`src/rtl/spi_fchk_pkg.sv`:
```
package spi_fchk_pkg;

  // Outcome of the checks made when select rises.
  typedef struct packed {
    logic ok;
    logic len_bad;
    logic mode_bad;
  } spi_fchk_verdict_t;

endpackage

```
`src/rtl/spi_fchk_sync.sv`:
```
module spi_fchk_sync #(
  parameter int          N       = 3,
  parameter logic [N-1:0] RST_VAL = '0
) (
  input  logic         clk,
  input  logic         rst_n,
  input  logic [N-1:0] async_in,
  output logic [N-1:0] sync_out
);

  for (genvar g = 0; g < N; g++) begin : g_bit
    logic meta_q;
    logic sync_q;
    always_ff @(posedge clk or negedge rst_n) begin
      if (!rst_n) begin
        meta_q <= RST_VAL[g];
        sync_q <= RST_VAL[g];
      end else begin
        meta_q <= async_in[g];
        sync_q <= meta_q;
      end
    end
    assign sync_out[g] = sync_q;
  end

endmodule

```
`src/rtl/spi_fchk_rx.sv`:
```
module spi_fchk_rx
  import spi_fchk_pkg::*;
#(
  parameter int FRAME_W   = 16,
  parameter int MODE_W    = 3,
  parameter int MODE_RSVD = 0
) (
  input  logic               clk,
  input  logic               rst_n,
  input  logic               cs_fall,
  input  logic               cs_rise,
  input  logic               sclk_fall,
  input  logic               mosi,
  output logic [FRAME_W-1:0] rx_word,
  output logic               done,
  output spi_fchk_verdict_t  verdict
);

  localparam int CNT_W = $clog2(FRAME_W);
  localparam logic [CNT_W-1:0] LAST = CNT_W'(FRAME_W - 1);

  logic [CNT_W-1:0]   bit_cnt;
  logic               wrapped;
  logic [FRAME_W-1:0] shreg;
  spi_fchk_verdict_t  judge;

  always_comb begin
    judge.len_bad  = !(wrapped && (bit_cnt == '0));
    judge.mode_bad = (shreg[FRAME_W-1 -: MODE_W] == MODE_W'(MODE_RSVD));
    judge.ok       = !judge.len_bad && !judge.mode_bad;
  end

  always_ff @(posedge clk or negedge rst_n) begin
    if (!rst_n) begin
      bit_cnt <= '0;
      wrapped <= 1'b0;
      shreg   <= '0;
      rx_word <= '0;
      done    <= 1'b0;
      verdict <= '0;
    end else begin
      done <= cs_rise;
      if (cs_fall) begin
        bit_cnt <= '0;
        wrapped <= 1'b0;
      end else if (sclk_fall) begin
        shreg <= {shreg[FRAME_W-2:0], mosi};
        if (bit_cnt == LAST) begin
          bit_cnt <= '0;
          wrapped <= 1'b1;
        end else begin
          bit_cnt <= bit_cnt + 1'b1;
        end
      end
      if (cs_rise) begin
        rx_word <= shreg;
        verdict <= judge;
      end
    end
  end

  // a partial count at deselect must yield a rejecting verdict
  assert_len_reject_R3: assert property (@(posedge clk) disable iff (!rst_n)
    (cs_rise && bit_cnt != '0) |=> (done && !verdict.ok && verdict.len_bad));

  // reserved mode field at deselect must yield a rejecting verdict
  assert_mode_reject_R4: assert property (@(posedge clk) disable iff (!rst_n)
    (cs_rise && shreg[FRAME_W-1 -: MODE_W] == MODE_W'(MODE_RSVD)) |=> (done && !verdict.ok));

endmodule

```
`src/rtl/spi_fchk_tx.sv`:
```
module spi_fchk_tx #(
  parameter int FRAME_W = 16
) (
  input  logic               clk,
  input  logic               rst_n,
  input  logic               cs_fall,
  input  logic               cs_rise,
  input  logic               sclk_rise,
  input  logic               fail_flag,
  input  logic [FRAME_W-1:0] status_word,
  output logic               miso,
  output logic               miso_oe
);

  logic [FRAME_W-1:0] shreg;
  logic [FRAME_W-1:0] held;
  logic [FRAME_W-1:0] load_word;

  // While failed, repeat the word sent at the previous frame start.
  assign load_word = fail_flag ? held : status_word;

  always_ff @(posedge clk or negedge rst_n) begin
    if (!rst_n) begin
      shreg   <= '0;
      held    <= '0;
      miso    <= 1'b0;
      miso_oe <= 1'b0;
    end else begin
      if (cs_fall) begin
        shreg   <= load_word;
        held    <= load_word;
        miso    <= fail_flag;
        miso_oe <= 1'b1;
      end else if (sclk_rise) begin
        miso  <= shreg[FRAME_W-1];
        shreg <= {shreg[FRAME_W-2:0], 1'b0};
      end
      if (cs_rise) begin
        miso_oe <= 1'b0;
      end
    end
  end

  // the fail bit is presented once select falls
  assert_fail_bit_R6: assert property (@(posedge clk) disable iff (!rst_n)
    cs_fall |=> (miso == $past(fail_flag) && miso_oe));

  // deselect releases the output
  assert_release_R6: assert property (@(posedge clk) disable iff (!rst_n)
    cs_rise |=> !miso_oe);

  // the output line only moves at frame start or after a rising clock
  assert_miso_hold_R7: assert property (@(posedge clk) disable iff (!rst_n)
    (!cs_fall && !sclk_rise) |=> $stable(miso));

endmodule

```
`src/rtl/spi_fchk_ctl.sv`:
```
module spi_fchk_ctl
  import spi_fchk_pkg::*;
#(
  parameter int                FRAME_W    = 16,
  parameter logic [FRAME_W-1:0] CTRL_RESET = '0
) (
  input  logic               clk,
  input  logic               rst_n,
  input  logic               done,
  input  spi_fchk_verdict_t  verdict,
  input  logic [FRAME_W-1:0] rx_word,
  input  logic               irq_en,
  input  logic               ctrl_ready,
  output logic [FRAME_W-1:0] ctrl_word,
  output logic               ctrl_valid,
  output logic               spi_fail,
  output logic               irq
);

  always_ff @(posedge clk or negedge rst_n) begin
    if (!rst_n) begin
      ctrl_word  <= CTRL_RESET;
      ctrl_valid <= 1'b0;
      spi_fail   <= 1'b0;
      irq        <= 1'b0;
    end else begin
      irq <= 1'b0;
      if (done && verdict.ok) begin
        ctrl_word  <= rx_word;
        ctrl_valid <= 1'b1;
        spi_fail   <= 1'b0;
      end else begin
        if (done) begin
          spi_fail <= 1'b1;
          irq      <= irq_en;
        end
        if (ctrl_valid && ctrl_ready) begin
          ctrl_valid <= 1'b0;
        end
      end
    end
  end

  // an accepted frame lands in the control word
  assert_commit_R2: assert property (@(posedge clk) disable iff (!rst_n)
    (done && verdict.ok) |=> (ctrl_valid && ctrl_word == $past(rx_word) && !spi_fail));

  // a rejection leaves the word alone and raises the flag
  assert_reject_R5: assert property (@(posedge clk) disable iff (!rst_n)
    (done && !verdict.ok) |=> (spi_fail && $stable(ctrl_word)));

  // interrupt only follows a rejection with interrupts enabled
  assert_irq_src_R5: assert property (@(posedge clk) disable iff (!rst_n)
    irq |-> $past(done && !verdict.ok && irq_en));

  // a pending word holds until taken
  assert_valid_hold_R9: assert property (@(posedge clk) disable iff (!rst_n)
    (ctrl_valid && !ctrl_ready && !done) |=> (ctrl_valid && $stable(ctrl_word)));

endmodule

```
`src/rtl/spi_fchk_top.sv`:
```
module spi_fchk_top
  import spi_fchk_pkg::*;
#(
  parameter int                FRAME_W    = 16,
  parameter int                MODE_W     = 3,
  parameter int                MODE_RSVD  = 0,
  parameter logic [FRAME_W-1:0] CTRL_RESET = '0
) (
  input  logic               clk,
  input  logic               rst_n,
  input  logic               spi_sclk,
  input  logic               spi_csn,
  input  logic               spi_mosi,
  output logic               spi_miso,
  output logic               spi_miso_oe,
  input  logic [FRAME_W-1:0] status_word,
  input  logic               irq_en,
  output logic [FRAME_W-1:0] ctrl_word,
  output logic               ctrl_valid,
  input  logic               ctrl_ready,
  output logic               spi_fail,
  output logic               irq
);

  // bit 0 sclk, bit 1 csn, bit 2 mosi
  logic [2:0] pins_s;
  logic       sclk_q;
  logic       csn_q;
  logic       cs_fall;
  logic       cs_rise;
  logic       sclk_fall;
  logic       sclk_rise;
  logic [FRAME_W-1:0] rx_word;
  logic               done;
  spi_fchk_verdict_t  verdict;

  spi_fchk_sync #(.N(3), .RST_VAL(3'b010)) u_sync (
    .clk      (clk),
    .rst_n    (rst_n),
    .async_in ({spi_mosi, spi_csn, spi_sclk}),
    .sync_out (pins_s)
  );

  always_ff @(posedge clk or negedge rst_n) begin
    if (!rst_n) begin
      sclk_q <= 1'b0;
      csn_q  <= 1'b1;
    end else begin
      sclk_q <= pins_s[0];
      csn_q  <= pins_s[1];
    end
  end

  assign cs_fall   = csn_q && !pins_s[1];
  assign cs_rise   = !csn_q && pins_s[1];
  assign sclk_rise = !pins_s[1] && !sclk_q && pins_s[0];
  assign sclk_fall = !pins_s[1] && sclk_q && !pins_s[0];

  spi_fchk_rx #(.FRAME_W(FRAME_W), .MODE_W(MODE_W), .MODE_RSVD(MODE_RSVD)) u_rx (
    .clk       (clk),
    .rst_n     (rst_n),
    .cs_fall   (cs_fall),
    .cs_rise   (cs_rise),
    .sclk_fall (sclk_fall),
    .mosi      (pins_s[2]),
    .rx_word   (rx_word),
    .done      (done),
    .verdict   (verdict)
  );

  spi_fchk_tx #(.FRAME_W(FRAME_W)) u_tx (
    .clk         (clk),
    .rst_n       (rst_n),
    .cs_fall     (cs_fall),
    .cs_rise     (cs_rise),
    .sclk_rise   (sclk_rise),
    .fail_flag   (spi_fail),
    .status_word (status_word),
    .miso        (spi_miso),
    .miso_oe     (spi_miso_oe)
  );

  spi_fchk_ctl #(.FRAME_W(FRAME_W), .CTRL_RESET(CTRL_RESET)) u_ctl (
    .clk        (clk),
    .rst_n      (rst_n),
    .done       (done),
    .verdict    (verdict),
    .rx_word    (rx_word),
    .irq_en     (irq_en),
    .ctrl_ready (ctrl_ready),
    .ctrl_word  (ctrl_word),
    .ctrl_valid (ctrl_valid),
    .spi_fail   (spi_fail),
    .irq        (irq)
  );

  // nothing is driven onto the bus right after reset
  assert_reset_idle_R1: assert property (@(posedge clk)
    $rose(rst_n) |-> (!spi_miso_oe && !irq));

endmodule

```
`config.mk`:
```
export PLATFORM = sky130hd
export DESIGN_NAME = spi_fchk_top
export DESIGN_NICKNAME = d
export VERILOG_FILES = /design/src/rtl/spi_fchk_pkg.sv /design/src/rtl/spi_fchk_sync.sv /design/src/rtl/spi_fchk_rx.sv /design/src/rtl/spi_fchk_tx.sv /design/src/rtl/spi_fchk_ctl.sv /design/src/rtl/spi_fchk_top.sv
export SDC_FILE = /design/constraint.sdc
export NUM_CORES = 1
export LEC_CHECK = 0
export BUFFER_PORTS_ARGS = -buffer_cell sky130_fd_sc_hd__buf_4
export CAP_MARGIN = 0
export CELL_PAD_IN_SITES_DETAIL_PLACEMENT = 0
export CELL_PAD_IN_SITES_GLOBAL_PLACEMENT = 2
export CORE_MARGIN = 2
export CORE_UTILIZATION = 30
export CTS_CLUSTER_SIZE = 10
export DETAILED_ROUTE_END_ITERATION = 7
export GPL_TIMING_DRIVEN = 1
export PLACE_DENSITY_LB_ADDON = 0.12
export SYNTH_ARGS = -nofsm -noshare
export SYNTH_HDL_FRONTEND = slang
export SYNTH_SLANG_ARGS = --single-unit
```
`constraint.sdc`:
```
create_clock -name clk -period 2.95 [get_ports clk]
set_input_delay 0.885 -clock clk [delete_from_list [all_inputs] [get_ports clk]]
set_output_delay 0.885 -clock clk [all_outputs]
set_load 0.02 [all_outputs]
```
# Word level (Yosys, flattened, before mapping)
# Index checks and enable logic that the tools add are counted.
dict set report classes {
  addsub 1
  n_eq_ne 1
  n_mux 19
  n_bitwise 1
  reduce_logical 25
}
# cell count
set op_table {}
lappend op_table {{16-bit two-way mux} 3}
lappend op_table {{1-bit two-way mux} 13}
lappend op_table {{4-bit two-way mux} 3}
lappend op_table {{2-bit nonzero test} 6}
lappend op_table {{1-bit logical AND} 10}
lappend op_table {{1-bit zero test} 5}
lappend op_table {{4-bit by 1-bit adder with 4-bit output (second input constant)} 1}
lappend op_table {{4-bit equality test (second input constant)} 1}
lappend op_table {{4-bit zero test} 1}
lappend op_table {{2-bit AND reduction} 2}
lappend op_table {{3-bit zero test} 1}
lappend op_table {{1-bit inverter} 1}
dict set report word_totals {
  reg_bits 100
  in_bits 23
  output_inout_bits 21
  word_cells 69
}

# Longest topological paths before layout
dict set report depth {
  depth_word 5
  mapped_depth 7
  mapped_depth_nobuf 5
}

# Modules after synthesis
# A second synthesis with hierarchy kept.
dict set report unflattened {
  hier_cells 272
  hier_area_um2 4297.9
}
# mod instances cells_each area_per_inst_um2 seq_area_each_um2
set by_module_without_submodules {}
lappend by_module_without_submodules {spi_fchk_tx 1 111 1651.6 850.8}
lappend by_module_without_submodules {spi_fchk_rx 1 104 1647.8 1026.0}
lappend by_module_without_submodules {spi_fchk_ctl 1 42 744.5 475.5}
lappend by_module_without_submodules {spi_fchk_sync 1 9 175.2 152.6}
lappend by_module_without_submodules {spi_fchk_top 1 6 78.8 51.3}

# Worst setup path after synthesis
# OpenSTA, ideal clock, no wires.
dict set report synth_path {
  path_kind {reg2reg}
  from {register u_sync.g_bit[1].sync_q}
  to {register u_rx.shreg[10]}
  setup_ns 0.125
  t_arrival_ns 1.968
  required_time_ns 2.825
  path_slack_ns 0.858
  path_stages_with_launch 7
  path_buffers 2
  synth_period_minus_slack_ns 2.092
  cell_sequence {dfstp_2 -> inv_1 -> ha_1 -> buf_2 -> nor4_4 -> buf_4 -> mux2_2}
}
dict set report synth_via {
  elab_chain_len 4
  elab_cells_between_ends 6
  cone_classes {1 x bitwise; 5 x reduce/logical}
}
# item line_no
set synth_rtl {}
lappend synth_rtl {{start, declared} spi_fchk_sync.sv:13} ;# logic sync_q;
lappend synth_rtl {{start signal, assigned} spi_fchk_sync.sv:17} ;# sync_q <= RST_VAL[g];
lappend synth_rtl {{start signal, assigned} spi_fchk_sync.sv:20} ;# sync_q <= meta_q;
lappend synth_rtl {{1-bit zero test} spi_fchk_top.sv:54} ;# assign cs_fall = csn_q && !pins_s[1];
lappend synth_rtl {{1-bit logical AND} spi_fchk_top.sv:54}
lappend synth_rtl {{net cs_fall} spi_fchk_top.sv:29} ;# logic cs_fall;
lappend synth_rtl {{1-bit inverter (no source line)} n/a}
lappend synth_rtl {{2-bit AND reduction (no source line)} n/a}
lappend synth_rtl {{end signal, assigned} spi_fchk_rx.sv:47} ;# shreg <= {shreg[FRAME_W-2:0], mosi};
lappend synth_rtl {{end, declared} spi_fchk_rx.sv:24} ;# logic [FRAME_W-1:0] shreg;
# The timed path passes the listed nets, and every way through them passes these cells.
# A chain may end at the register's enable or synchronous reset.

# Worst setup path in the final report
dict set report layout_path {
  from {register u_sync.g_bit[1].sync_q}
  to {register u_tx.held[2]}
}
dict set report layout_via {
  elab_chain_len 2
}
# item line_no
set layout_rtl {}
lappend layout_rtl {{1-bit zero test} spi_fchk_top.sv:54}
lappend layout_rtl {{1-bit logical AND} spi_fchk_top.sv:54}
lappend layout_rtl {{net cs_fall} spi_fchk_top.sv:29}
lappend layout_rtl {{end signal, assigned} spi_fchk_tx.sv:31} ;# held <= load_word;
lappend layout_rtl {{end, declared} spi_fchk_tx.sv:16} ;# logic [FRAME_W-1:0] held;
# The timed path passes the listed nets, and every way through them passes these cells.

==> flow_summary_export.csv <==
group,metric,value,unit
global_routing,antenna_found_initial,0,
worst_setup_path,path_class,"reg -> reg",
clocking,post_cts_buffers,0,
worst_setup_path,worst_setup_path_start_kind,"flip-flop",
global_routing,grt_remaining_overflow,0,
routing,drc,0,
routing,drtIter0Drc,78,
logic_synthesis,ys.flop_type,"dfrtp_1",
sta,fin_crit,2.22,ns
die,die_width,120,microns
die,row_count,42,
clocking,cts_resized,0,
sta,setup_ws,0.734,ns
job,drv_cap,0,
logic_synthesis,synth_area_per_cell,14.9,sq um
routing,first_pass_iters,4,
die,start_util,30.5,%
sta,slew_violations,0,
logic_synthesis,netlist-cell-type-count,30,
die,num_io_pins,44,
die,core,13200,sq um
cells_and_area,diodes,0,
hold_path,hp-class,"reg -> reg",
global_routing,grt_max_degree,51,
clocking,cts.clk_slew.worst_paths,0.06,ns
routing,wire_per_inst,14.6,microns
sta,setup_tns,0,ns
logic_synthesis,synth.net_count,298,
sta,max_slew_margin,48.2,%
power_and_ir_drop,leakage,0.00236,uW
logic_synthesis,async_flop_share,100,%
placed_design,dpl.hpwl,4700,microns
sta,grt_setup_unrepaired,"false",
worst_setup_path,worstPathRequired,3.18,ns
placed_design,io_buffers,43,
logic_synthesis,ys_seq_elements,100,
routing,drtAntennaViolNets,0,
sta,setup_viol,0,
clocking,cts_tree,"done",
clocking,clock_latency,0.35,ns
logic_synthesis,netlist.area_leader.share,60.3,%
global_routing,track_usage,11.3,%
sta,tightest_slew,0.776,ns
die,die_y,120,microns
logic_synthesis,synth_edf_count,0,
placed_design,gp_congestion,0.693,
logic_synthesis,netlist.top_cell.by_area,"dfrtp_1",
cells_and_area,area_growth_syn_to_layout,20.9,%
worst_setup_path,cp.arrival,2.45,ns
sta,period_share,75.1,%
clocking,cts_sinks,100,
sta,finalClockSkew,0.00813,ns
placed_design,place_ws,0.701,ns
logic_synthesis,syn_inst,271,
worst_setup_path,worstPathMaxFanout,13,
power_and_ir_drop,peakVddDrop,0.000291,V
cells_and_area,n_fill_cell,1291,
power_and_ir_drop,power.density,639,nW/um^2
logic_synthesis,synth_top_cells_by_area,"dfrtp_1 60%, mux2_2 19%, mux2i_1 4.0%",
cells_and_area,finish.net_count,347,
worst_setup_path,cp-end-kind,"flip-flop",
logic_synthesis,ys_seq_area_share,62.3,%
clocking,cts_root_buf,"clkbuf_16",
logic_synthesis,syn_area,4030,sq um
routing,via_per_inst,4.53,
cells_and_area,fin_util,36.9,%
clocking,clockBufferDepth,2,
global_routing,grt_pass1_wl,12200,microns
die,dieArea,14400,sq um
cells_and_area,drive_gt1_share,44.0,%
routing,vias,2270,
logic_synthesis,yosysMostFrequentCell,"dfrtp_1",
clocking,htreeDepth,3,
sta,fmax,451,MHz
clocking,ctsHoldBuffers,0,
logic_synthesis,synth.cells.most_frequent,"97 x dfrtp_1, 68 x mux2_2, 16 x mux2i_1",
routing,wirelength,7310,microns
outcome,status,"complete, no violations",
logic_synthesis,yosysWarnings,0,
sta,hold_viol,0,
clocking,numCtsBuffers,9,
global_routing,grt_pass1_vias,2341,
==> cells in the final DEF, fill, tap and decap left out, types with 2 or more instances in the layout <==
| master | synthesis | routed |
|---|---|---|
| buf_4 | 1 | 51 |
| nand3_1 | 3 | 3 |
| or3_1 | 2 | 2 |
| mux2i_1 | 16 | 16 |
| nand2_1 | 7 | 7 |
| mux2_2 | 68 | 68 |
| a21oi_1 | 2 | 2 |
| nor2b_1 | 15 | 15 |
| inv_1 | 7 | 7 |
| dfstp_2 | 3 | 3 |
| o21ai_0 | 3 | 3 |
| nor2_1 | 3 | 3 |
| clkinvlp_4 | 0 | 4 |
| dfrtp_1 | 97 | 97 |
| clkbuf_16 | 0 | 9 |
| a221o_1 | 15 | 15 |
| ha_1 | 4 | 4 |
==> metal layers <==
layer	GRT usage, %	part of all wire, %
met3	3.75	4.0
met1	15.6	51
met2	15.8	43
met4	5.74	2.1
met5	0	0
==> critical path: stages, from the launching register on <==
cell and delay (ns):
dfstp_2 0.60, inv_1 0.09, ha_1 0.37, nand2b_1 0.43, buf_4 0.26, mux2_2 0.35
==> sequential cells by signal, summed over array words and instances (netlist names) <==
name / count
u_ctl.ctrl_word: 16
u_rx.rx_word: 16
u_rx.shreg: 16
u_tx.held: 16
u_tx.shreg: 16
u_rx.bit_cnt: 4
u_sync.g_bit.meta_q: 3
u_sync.g_bit.sync_q: 3
csn_q: 1
sclk_q: 1
u_ctl.ctrl_valid: 1
u_ctl.irq: 1
u_ctl.spi_fail: 1
u_rx.done: 1
u_rx.verdict: 1
u_rx.wrapped: 1
u_tx.miso: 1
u_tx.miso_oe: 1
==> cell type report <==
class	count	area [sq um]	share of cell area (%)
clock buffer	10	239	4.91
clock inverter	6	47.5	0.977
timing repair buffer	52	403	8.28
inverter	7	26.3	0.540
tap	176	220	4.52
sequential	100	2510	51.5
multi-input combinational	150	1430	29.3
==> path summary, 6_finish.rpt <==
path	startpoint	endpoint	slack [ns]	cells after the start
max	u_sync.g_bit[1].sync_q$_DFF_PN1_	u_tx.held[2]$_DFFE_PN0P_	0.73	5
min	u_sync.g_bit[0].meta_q$_DFF_PN0_	u_sync.g_bit[0].sync_q$_DFF_PN0_	0.35	0
max in group asynchronous	rst_n	u_sync.g_bit[1].sync_q$_DFF_PN1_	1.80	2
min reg2reg	u_sync.g_bit[0].meta_q$_DFF_PN0_	u_sync.g_bit[0].sync_q$_DFF_PN0_	0.35	0
max reg2reg	u_sync.g_bit[1].sync_q$_DFF_PN1_	u_tx.held[2]$_DFFE_PN0P_	0.73	5
min in group asynchronous	rst_n	u_ctl.ctrl_valid$_DFFE_PN0P_	0.47	1
==> power breakdown <==
part           internal [uW]  leakage (uW)  switching, uW
logic                    195      0.000955            132
registers               1550       0.00128            107
clock network            599      0.000127            526
total                   2350       0.00236            765
==> cells by family (layout without fill, tap and decap cells) <==
group	after synthesis	after routing	share of synthesized area [%]
DFF	100	100	62.3
AOI/OAI and AO/OA	25	25	5.47
buffers and inverters	21	75	2.33
and+or+nand+nor	37	37	5.69
adders and majority gates	4	4	1.24
muxes	84	84	23.0
==> stage by stage <==
stage / cell area, sq um / hold slack (ns) / std cells / total power, uW
2_1_floorplan: 4030 / 0.331 / 271 / 1880
3_3_place_gp: 4580 / 0.333 / 485 / 2020
3_5_place_dp: 4580 / 0.336 / 485 / 2020
4_1_cts: 4870 / 0.351 / 501 / 3170
5_1_grt: 4870 / 0.360 / 501 / 3280
6_report: 4870 / 0.350 / 501 / 3110
Power figures use the tool's default switching activity.
